## src/rtl/dbgwp_pkg.sv

```systemverilog
// Shared constants for the watchpoint block: control-field layout and
// register offsets. Assumes the comparator attribute field is 3 bits.
package dbgwp_pkg;
    localparam int CTL_W   = 5;   // control value width
    localparam int CMP_W   = 3;   // compared attribute bits
    localparam int SEL_BIT = 3;   // bus select (1 = data bus)
    localparam int EN_BIT  = 4;   // comparator enable

    localparam logic [2:0] OFF_AVAL = 3'd0;
    localparam logic [2:0] OFF_AMSK = 3'd1;
    localparam logic [2:0] OFF_DVAL = 3'd2;
    localparam logic [2:0] OFF_DMSK = 3'd3;
    localparam logic [2:0] OFF_CVAL = 3'd4;
    localparam logic [2:0] OFF_CMSK = 3'd5;

    localparam int UNIT_BASE = 16;
    localparam int UNIT_STEP = 8;
endpackage

```

## src/rtl/wp_field_cmp.sv

```systemverilog
// Masked equality on one field: a mask bit of 1 makes that bit don't-care.
// Assumes value and mask are stable registers; purely combinational.
module wp_field_cmp #(
    parameter int W = 32
) (
    input  logic [W-1:0] bus,
    input  logic [W-1:0] val,
    input  logic [W-1:0] msk,
    output logic         hit
);
    // Reduce the unmasked differing bits.
    always_comb hit = ~|((bus ^ val) & ~msk);
endmodule

```

## src/rtl/dbg_core_regs.sv

```systemverilog
// Core debug registers: control (RW), status (RO), vector catch (RW),
// comms control (RO). Assumes reg_addr decode is exact; others read 0.
module dbg_core_regs #(
    parameter int RAW  = 5,
    parameter int DW   = 32,
    parameter int CT_W = 6,
    parameter int ST_W = 5,
    parameter int VC_W = 8,
    parameter int CM_W = 6
) (
    input  logic            clk,
    input  logic            rst_n,
    input  logic [RAW-1:0]  reg_addr,
    input  logic            wr_en,
    input  logic [CT_W-1:0] wr_ctl,
    input  logic [VC_W-1:0] wr_vc,
    input  logic [ST_W-1:0] status_in,
    input  logic [CM_W-1:0] comms_in,
    output logic [DW-1:0]   rd_data
);
    localparam logic [RAW-1:0] A_CTL = RAW'(0);
    localparam logic [RAW-1:0] A_ST  = RAW'(1);
    localparam logic [RAW-1:0] A_VC  = RAW'(2);
    localparam logic [RAW-1:0] A_CM  = RAW'(4);

    logic [CT_W-1:0] ctl_q;
    logic [VC_W-1:0] vc_q;

    // Write the two read/write registers; reset clears both.
    always_ff @(posedge clk) begin
        if (!rst_n) begin
            ctl_q <= '0;
            vc_q  <= '0;
        end else if (wr_en) begin
            if (reg_addr == A_CTL) ctl_q <= wr_ctl;
            if (reg_addr == A_VC)  vc_q  <= wr_vc;
        end
    end

    // Read mux; unmapped addresses return zero.
    always_comb begin
        rd_data = '0;
        unique case (reg_addr)
            A_CTL:   rd_data = DW'(ctl_q);
            A_ST:    rd_data = DW'(status_in);
            A_VC:    rd_data = DW'(vc_q);
            A_CM:    rd_data = DW'(comms_in);
            default: rd_data = '0;
        endcase
    end
endmodule

```

## src/rtl/wp_unit.sv

```systemverilog
// One breakpoint/watchpoint comparator with its value and mask registers.
// Control bit SEL_BIT picks the bus and the output; it is never maskable.
// Assumes BASE is aligned to 8 so offsets sit in the low three address bits.
module wp_unit
    import dbgwp_pkg::*;
#(
    parameter int AW   = 32,
    parameter int DW   = 32,
    parameter int RAW  = 5,
    parameter int BASE = 16
) (
    input  logic           clk,
    input  logic           rst_n,
    input  logic [RAW-1:0] reg_addr,
    input  logic           wr_en,
    input  logic [DW-1:0]  wr_data,
    output logic [DW-1:0]  rd_data,
    input  logic           if_valid,
    input  logic [AW-1:0]  if_addr,
    input  logic [DW-1:0]  if_opcode,
    input  logic [1:0]     if_size,
    input  logic           da_valid,
    input  logic [AW-1:0]  da_addr,
    input  logic [DW-1:0]  da_data,
    input  logic [1:0]     da_size,
    input  logic           da_write,
    output logic           ibrk_hit,
    output logic           dwp_hit
);
    localparam logic [RAW-1:0] BASE_V = RAW'(BASE);

    logic [AW-1:0]    aval_q, amsk_q;
    logic [DW-1:0]    dval_q, dmsk_q;
    logic [CTL_W-1:0] cval_q;
    logic [CMP_W-1:0] cmsk_q;

    logic             in_blk;
    logic [2:0]       off;
    logic [AW-1:0]    cmp_addr;
    logic [DW-1:0]    cmp_data;
    logic [CMP_W-1:0] cmp_attr;
    logic             cmp_valid;
    logic             hit_a, hit_d, hit_c;

    // Decode whether the address falls in this comparator's window.
    always_comb begin
        in_blk = (reg_addr[RAW-1:3] == BASE_V[RAW-1:3]);
        off    = reg_addr[2:0];
    end

    // Register writes; the stored control mask omits the select bit.
    always_ff @(posedge clk) begin
        if (!rst_n) begin
            aval_q <= '0; amsk_q <= '0;
            dval_q <= '0; dmsk_q <= '0;
            cval_q <= '0; cmsk_q <= '0;
        end else if (wr_en && in_blk) begin
            unique case (off)
                OFF_AVAL: aval_q <= wr_data[AW-1:0];
                OFF_AMSK: amsk_q <= wr_data[AW-1:0];
                OFF_DVAL: dval_q <= wr_data;
                OFF_DMSK: dmsk_q <= wr_data;
                OFF_CVAL: cval_q <= wr_data[CTL_W-1:0];
                OFF_CMSK: cmsk_q <= wr_data[CMP_W-1:0];
                default:  ;
            endcase
        end
    end

    // Read-back; control-mask bit 3 and above read zero.
    always_comb begin
        rd_data = '0;
        if (in_blk) begin
            unique case (off)
                OFF_AVAL: rd_data = DW'(aval_q);
                OFF_AMSK: rd_data = DW'(amsk_q);
                OFF_DVAL: rd_data = dval_q;
                OFF_DMSK: rd_data = dmsk_q;
                OFF_CVAL: rd_data = DW'(cval_q);
                OFF_CMSK: rd_data = DW'(cmsk_q);
                default:  rd_data = '0;
            endcase
        end
    end

    // Steer the selected bus into the comparators.
    always_comb begin
        if (cval_q[SEL_BIT]) begin
            cmp_addr  = da_addr;
            cmp_data  = da_data;
            cmp_attr  = {da_size, da_write};
            cmp_valid = da_valid;
        end else begin
            cmp_addr  = if_addr;
            cmp_data  = if_opcode;
            cmp_attr  = {if_size, 1'b0};
            cmp_valid = if_valid;
        end
    end

    wp_field_cmp #(.W(AW)) u_cmp_addr (
        .bus(cmp_addr), .val(aval_q), .msk(amsk_q), .hit(hit_a));
    wp_field_cmp #(.W(DW)) u_cmp_data (
        .bus(cmp_data), .val(dval_q), .msk(dmsk_q), .hit(hit_d));
    wp_field_cmp #(.W(CMP_W)) u_cmp_attr (
        .bus(cmp_attr), .val(cval_q[CMP_W-1:0]), .msk(cmsk_q), .hit(hit_c));

    // Register the qualified match onto the output the select bit picks.
    always_ff @(posedge clk) begin
        if (!rst_n) begin
            ibrk_hit <= 1'b0;
            dwp_hit  <= 1'b0;
        end else begin
            ibrk_hit <= cval_q[EN_BIT] && cmp_valid && hit_a && hit_d && hit_c
                        && !cval_q[SEL_BIT];
            dwp_hit  <= cval_q[EN_BIT] && cmp_valid && hit_a && hit_d && hit_c
                        && cval_q[SEL_BIT];
        end
    end

    AST_ONE_SIDE: assert property (@(posedge clk) disable iff (!rst_n)
        !(ibrk_hit && dwp_hit));
    AST_IBRK_FROM_FETCH: assert property (@(posedge clk) disable iff (!rst_n)
        $rose(ibrk_hit) |-> $past(if_valid && !cval_q[SEL_BIT]));
    AST_DWP_FROM_DATA: assert property (@(posedge clk) disable iff (!rst_n)
        $rose(dwp_hit) |-> $past(da_valid && cval_q[SEL_BIT]));
    AST_OFF_QUIET: assert property (@(posedge clk) disable iff (!rst_n)
        !cval_q[EN_BIT] |=> (!ibrk_hit && !dwp_hit));
    AST_SEL_UNMASKED: assert property (@(posedge clk) disable iff (!rst_n)
        (in_blk && off == OFF_CMSK) |-> !rd_data[SEL_BIT]);
endmodule

```

## src/rtl/dbgwp_top.sv

```systemverilog
// Top of the watchpoint block: NUNITS comparators plus the core debug
// registers behind one shared register port with a combinational read.
// Assumes NUNITS comparators fit the register address space (RAW bits).
module dbgwp_top #(
    parameter int AW     = 32,
    parameter int DW     = 32,
    parameter int RAW    = 5,
    parameter int NUNITS = 2
) (
    input  logic              clk,
    input  logic              rst_n,
    input  logic [RAW-1:0]    reg_addr,
    input  logic              reg_wr_en,
    input  logic [DW-1:0]     reg_wdata,
    output logic [DW-1:0]     reg_rdata,
    input  logic [4:0]        status_in,
    input  logic [5:0]        comms_in,
    input  logic              if_valid,
    input  logic [AW-1:0]     if_addr,
    input  logic [DW-1:0]     if_opcode,
    input  logic [1:0]        if_size,
    input  logic              da_valid,
    input  logic [AW-1:0]     da_addr,
    input  logic [DW-1:0]     da_data,
    input  logic [1:0]        da_size,
    input  logic              da_write,
    output logic [NUNITS-1:0] ibrk_hit,
    output logic [NUNITS-1:0] dwp_hit
);
    import dbgwp_pkg::*;

    localparam int CT_W = 6;
    localparam int VC_W = 8;

    logic [DW-1:0] core_rd;
    logic [DW-1:0] unit_rd [NUNITS];

    dbg_core_regs #(
        .RAW(RAW), .DW(DW), .CT_W(CT_W), .ST_W(5), .VC_W(VC_W), .CM_W(6)
    ) u_core (
        .clk(clk), .rst_n(rst_n), .reg_addr(reg_addr), .wr_en(reg_wr_en),
        .wr_ctl(reg_wdata[CT_W-1:0]), .wr_vc(reg_wdata[VC_W-1:0]),
        .status_in(status_in), .comms_in(comms_in), .rd_data(core_rd));

    for (genvar u = 0; u < NUNITS; u++) begin : g_unit
        wp_unit #(
            .AW(AW), .DW(DW), .RAW(RAW), .BASE(UNIT_BASE + UNIT_STEP * u)
        ) u_wp (
            .clk(clk), .rst_n(rst_n), .reg_addr(reg_addr),
            .wr_en(reg_wr_en), .wr_data(reg_wdata), .rd_data(unit_rd[u]),
            .if_valid(if_valid), .if_addr(if_addr), .if_opcode(if_opcode),
            .if_size(if_size), .da_valid(da_valid), .da_addr(da_addr),
            .da_data(da_data), .da_size(da_size), .da_write(da_write),
            .ibrk_hit(ibrk_hit[u]), .dwp_hit(dwp_hit[u]));
    end

    // Merge read data; only the addressed source drives nonzero.
    always_comb begin
        reg_rdata = core_rd;
        for (int u = 0; u < NUNITS; u++) reg_rdata = reg_rdata | unit_rd[u];
    end
endmodule

```

## config.mk

```make
export PLATFORM = sky130hd
export DESIGN_NAME = dbgwp_top
export DESIGN_NICKNAME = d
export VERILOG_FILES = /design/src/rtl/dbgwp_pkg.sv /design/src/rtl/wp_field_cmp.sv /design/src/rtl/dbg_core_regs.sv /design/src/rtl/wp_unit.sv /design/src/rtl/dbgwp_top.sv
export SDC_FILE = /design/constraint.sdc
export NUM_CORES = 1
export LEC_CHECK = 0
export BUFFER_PORTS_ARGS = -buffer_cell sky130_fd_sc_hd__buf_4
export CAP_MARGIN = 15
export CORE_ASPECT_RATIO = 0.7
export CORE_MARGIN = 1.5
export CORE_UTILIZATION = 62
export DETAILED_ROUTE_END_ITERATION = 6
export PLACE_DENSITY = 0.9
export SYNTH_ARGS = -nofsm -noshare
export SYNTH_HDL_FRONTEND = slang
export SYNTH_SLANG_ARGS = --single-unit
```

## constraint.sdc

```tcl
create_clock -name clk -period 4.1 [get_ports clk]
set_clock_uncertainty 0.05 [all_clocks]
set_input_delay 0.82 -clock clk [delete_from_list [all_inputs] [get_ports clk]]
set_output_delay 0.82 -clock clk [all_outputs]
set_load 0.005 [all_outputs]
```

==> Implementation_results.wiki <==
{| class="wikitable"
! Metric !! Value
|-
| Total count of max-transition violations in the final report || 0
|-
| CTS clk-pin slew, worst paths || 60 ps
|-
| Largest stage delay on the critical path || approximately 330 ps
|-
| Async set-reset flop share out of synthesis || 0%
|-
| Filler Cells Inserted || 1826
|-
| Number of nets at the end of the flow || ~2300
|-
| Count of H-tree levels built during CTS || 1
|-
| Die span in x || 195 µm
|-
| Worst vdd rail ir drop || around 310 µV
|-
| Ports || about 220
|-
| Via count of the first global-routing pass || 14995
|-
| Starting density of the core || 62.7%
|-
| Pre-CTS WS || 557 ps
|-
| Summed negative setup slack over all endpoints || 0 ps
|-
| Growth of design area from synthesis to finish || 17.5%
|-
| Routed WL || 63.2 mm
|-
| Dominant cell type by count on the critical path || sky130_fd_sc_hd__buf_4
|-
| Max capacitance violation total || 0
|-
| Height of the die || 138 µm
|-
| Cell family with most CP delay || compound AO/OA/AOI/OAI gates
|-
| TritonCTS buffer count || 28
|-
| Worst min path class || flip-flop to flip-flop
|-
| RSZ-0062 raised after global routing || no
|-
| Area taken by flip-flops and latches || 5810 µm²
|-
| Final RePlAce weighted congestion || 1.03
|-
| Final design instance area without fill || 18800 µm²
|-
| Clock Latency Late Sink || between 500 and 600 ps
|-
| Total cell area at the placement stage || 17800 µm²
|-
| Remaining global-route overflow || 0
|-
| Startpoint type of the worst setup path || primary input
|-
| Warnings, synthesis || 0
|-
| Number of distinct library cells after synthesis || 47
|-
| Number of synthesized flops with an enable pin || 0
|-
| Period Utilization, post-route || about nine tenths
|-
| Final-report setup violation count || 0
|-
| Die footprint || around 27000 µm²
|-
| Number of instances in the placed design || 2366
|-
| Via count || 16513
|-
| Post-route core utilization || 73.7%
|-
| Crit-path slowest cell || sky130_fd_sc_hd__nand2b_1
|-
| Worst path arrival time || 2780 ps
|-
| Clk pwr share || ~46%
|-
| Antenna violations before repair || 4
|-
| Post-Syn Instances || 1949
|-
| Tightest slew margin relative to the limit || 27.0%
|-
| Startpoint-to-endpoint class of the critical path || primary input to output port
|-
| Post-Synthesis Net Count || 2135
|-
| Maximum clock rate || 0.274 GHz
|-
| Share of layout cells above drive strength 1 || between 10% and 20%
|-
| Most instantiated flip-flop cell in the synthesis netlist || sky130_fd_sc_hd__dfxtp_1
|-
| Clock tree from TritonCTS || yes
|-
| Area of the multi-input gates || 9510 µm²
|-
| Starting DRC count in detailed routing || 2977
|-
| Register area share after synthesis || 36.2%
|-
| Post-route worst setup slack || 454 ps
|-
| Number of standard-cell rows in the floorplan || 49
|-
| Power per Cell Area || 347 nW/µm²
|-
| HPWL after DPL || 43.5 mm
|-
| Number of sinks handled by clock tree synthesis || between 200 and 300
|-
| Final Hold Vio Count || 0
|-
| Critical Path, Cell by Cell || buf_4 -> nand2b_1 -> nor2_4 -> buf_12 -> a22o_1 -> a221oi_1 -> o22ai_1 -> buf_4
|-
| Switch share || approximately a quarter
|-
| Global-route wire length before repair || 91.7 mm
|-
| Routed wirelength normalized by instance count || between 20 and 30 µm
|-
| Power share of the sequential group || about 44%
|-
| Required time worst endpoint || 3230 ps
|-
| Pin count of the biggest net entering global routing || 288
|-
| Mean instance size in the synthesized netlist || 8.22 µm²
|-
| Antenna viol nets, final || 0
|-
| Comb power frac || 10.6%
|-
| Count of buffer and inverter cells on the critical path || 3
|-
| Period minus WS final || approximately 3600 ps
|-
| Slew of the pin with the lowest slew margin || roughly 1100 ps
|-
| Setup Buffers After CTS || 0
|-
| Post-synth design cell area || 16000 µm²
|-
| Cts repair resizes || 0
|-
| Placeable core region || 25600 µm²
|-
| Cell at the root of the clock tree || sky130_fd_sc_hd__clkbuf_16
|-
| Maximum number of buffers from clock root to sink || 3
|-
| GRT Total Usage || 45.2%
|-
| Reported leakage power || 6.73 nW
|-
| Status || completed
|-
| Hold_buf cts || 0
|-
| Capturing element type of the critical path || output port
|-
| Maximum fanout along the worst path || 56
|-
| Number of detailed-route iterations in the first pass || 6
|-
| Remaining DRCs || 0
|-
| Vias per inst || 6.83
|-
| Internal power || 4.93 mW
|-
| Finished Layout Cells || 2418
|-
| Net Sw Power || 1.60 mW
|-
| Port Buffers || 221
|-
| Synthesized flop and latch total || 290
|}
-- layer usage --
metal  routed length, µm  GRT usage (%)  share of wire [%]  up-vias
li1                    -              -                  -     7041
met1               23200           60.6                 37     7539
met2               25600           66.5                 40     1625
met3               11300           16.2                 18      300
met4                3120           17.3                4.9        8
met5                  57              0              0.090        -
-- tightest hold or removal path, stage by stage (launching register included) --
cell	delay [ps]
sky130_fd_sc_hd__dfxtp_1	310
sky130_fd_sc_hd__nand2_1	50
sky130_fd_sc_hd__a21boi_0	60
-- power by group through the flow --
stage | clock, mW | sequential [mW] | combinational (mW)
global placement | 0 | 2.92 | 0.644
global route | 3.06 | 2.86 | 0.707
detailed placement | 0 | 2.92 | 0.652
finish | 2.97 | 2.86 | 0.694
CTS | 2.94 | 2.86 | 0.657
floorplan | 0 | 2.91 | 0.338
-- final timing paths --
| check | startpoint | slack, ps | endpoint | cells after the start |
|---|---|---|---|---|
| setup / recovery | reg_addr[0] | 450 | reg_rdata[31] | 8 |
| hold / removal | u_core.ctl_q[1] | 420 | u_core.ctl_q[1] | 2 |
| setup reg to reg | g_unit[0].u_wp.cval_q[3] | 520 | g_unit[0].u_wp.ibrk_hit | 7 |
| hold reg to reg | u_core.ctl_q[1] | 420 | u_core.ctl_q[1] | 2 |
-- through the flow --
| stage | hold WS, ps | total power [mW] |
|---|---|---|
| 6_report | 417 | 6.53 |
| 3_3_place_gp | 403 | 3.57 |
| 5_1_grt | 437 | 6.63 |
| 2_1_floorplan | 393 | 3.25 |
| 3_5_place_dp | 410 | 3.58 |
| 4_1_cts | 418 | 6.46 |
-- state kept, by name (all words and copies together), names as in the netlist, 6 cells and up --
register,cells
u_core.ctl_q,6
g_unit.u_wp.dmsk_q,64
g_unit.u_wp.amsk_q,64
g_unit.u_wp.aval_q,64
g_unit.u_wp.dval_q,64
u_core.vc_q,8
g_unit.u_wp.cval_q,10
g_unit.u_wp.cmsk_q,6
-- cell type report --
cell class,count,area share (%)
Inverter,4,0.0797
Clock buffer,38,4.30
Tap cell,331,2.20
Sequential cell,290,30.9
Clock inverter,13,1.28
Timing Repair Buffer,263,10.8
Antenna cell,1,0.0133
Multi-Input combinational cell,1478,50.5
-- cell usage in the layout (no fill, tap or decap), types with 9 or more instances in the layout --
cell | synthesis | routed
sky130_fd_sc_hd__nand2_1 | 546 | 543
sky130_fd_sc_hd__dfxtp_1 | 290 | 288
sky130_fd_sc_hd__a21boi_0 | 270 | 270
sky130_fd_sc_hd__buf_4 | 7 | 258
sky130_fd_sc_hd__mux2i_1 | 155 | 155
sky130_fd_sc_hd__xor2_1 | 133 | 133
sky130_fd_sc_hd__o22ai_1 | 76 | 76
sky130_fd_sc_hd__a22o_1 | 52 | 52
sky130_fd_sc_hd__a221oi_1 | 52 | 52
sky130_fd_sc_hd__nor2_1 | 35 | 30
sky130_fd_sc_hd__clkbuf_16 | 0 | 29
sky130_fd_sc_hd__nand3_1 | 28 | 28
sky130_fd_sc_hd__a22oi_1 | 18 | 18
sky130_fd_sc_hd__nor2b_1 | 17 | 17
sky130_fd_sc_hd__mux2_2 | 11 | 11
sky130_fd_sc_hd__o221ai_1 | 9 | 9
-- logic make-up (layout without fill, tap and decap cells) --
| group | Yosys count | after routing | share of synthesized area (%) |
|---|---|---|---|
| compound gates | 514 | 514 | 24.3 |
| mux | 168 | 168 | 10.7 |
| simple gates | 662 | 662 | 16.5 |
| other cells | 0 | 1 | 0 |
| xor+xnor | 134 | 134 | 7.32 |
| buf+inv | 181 | 318 | 4.90 |
| flops | 290 | 290 | 36.2 |
-- synth_stat cells, drive strengths merged (14+ instances only) --
library cell  instances  area share, %
xor2                133            7.3
a22oi                18           0.84
o22ai                76            3.0
mux2i               155            9.7
clkbuf              149            3.7
nand2               546             13
nor3                 14           0.44
dfxtp               290             36
a21boi              270             13
a221oi               52            2.8
a22o                 52            2.8
nor2b                17           0.66
buf                  28            1.1
nor2                 35           0.82
nand3                28           0.87
No activity file was read; power rests on OpenSTA's default activity.
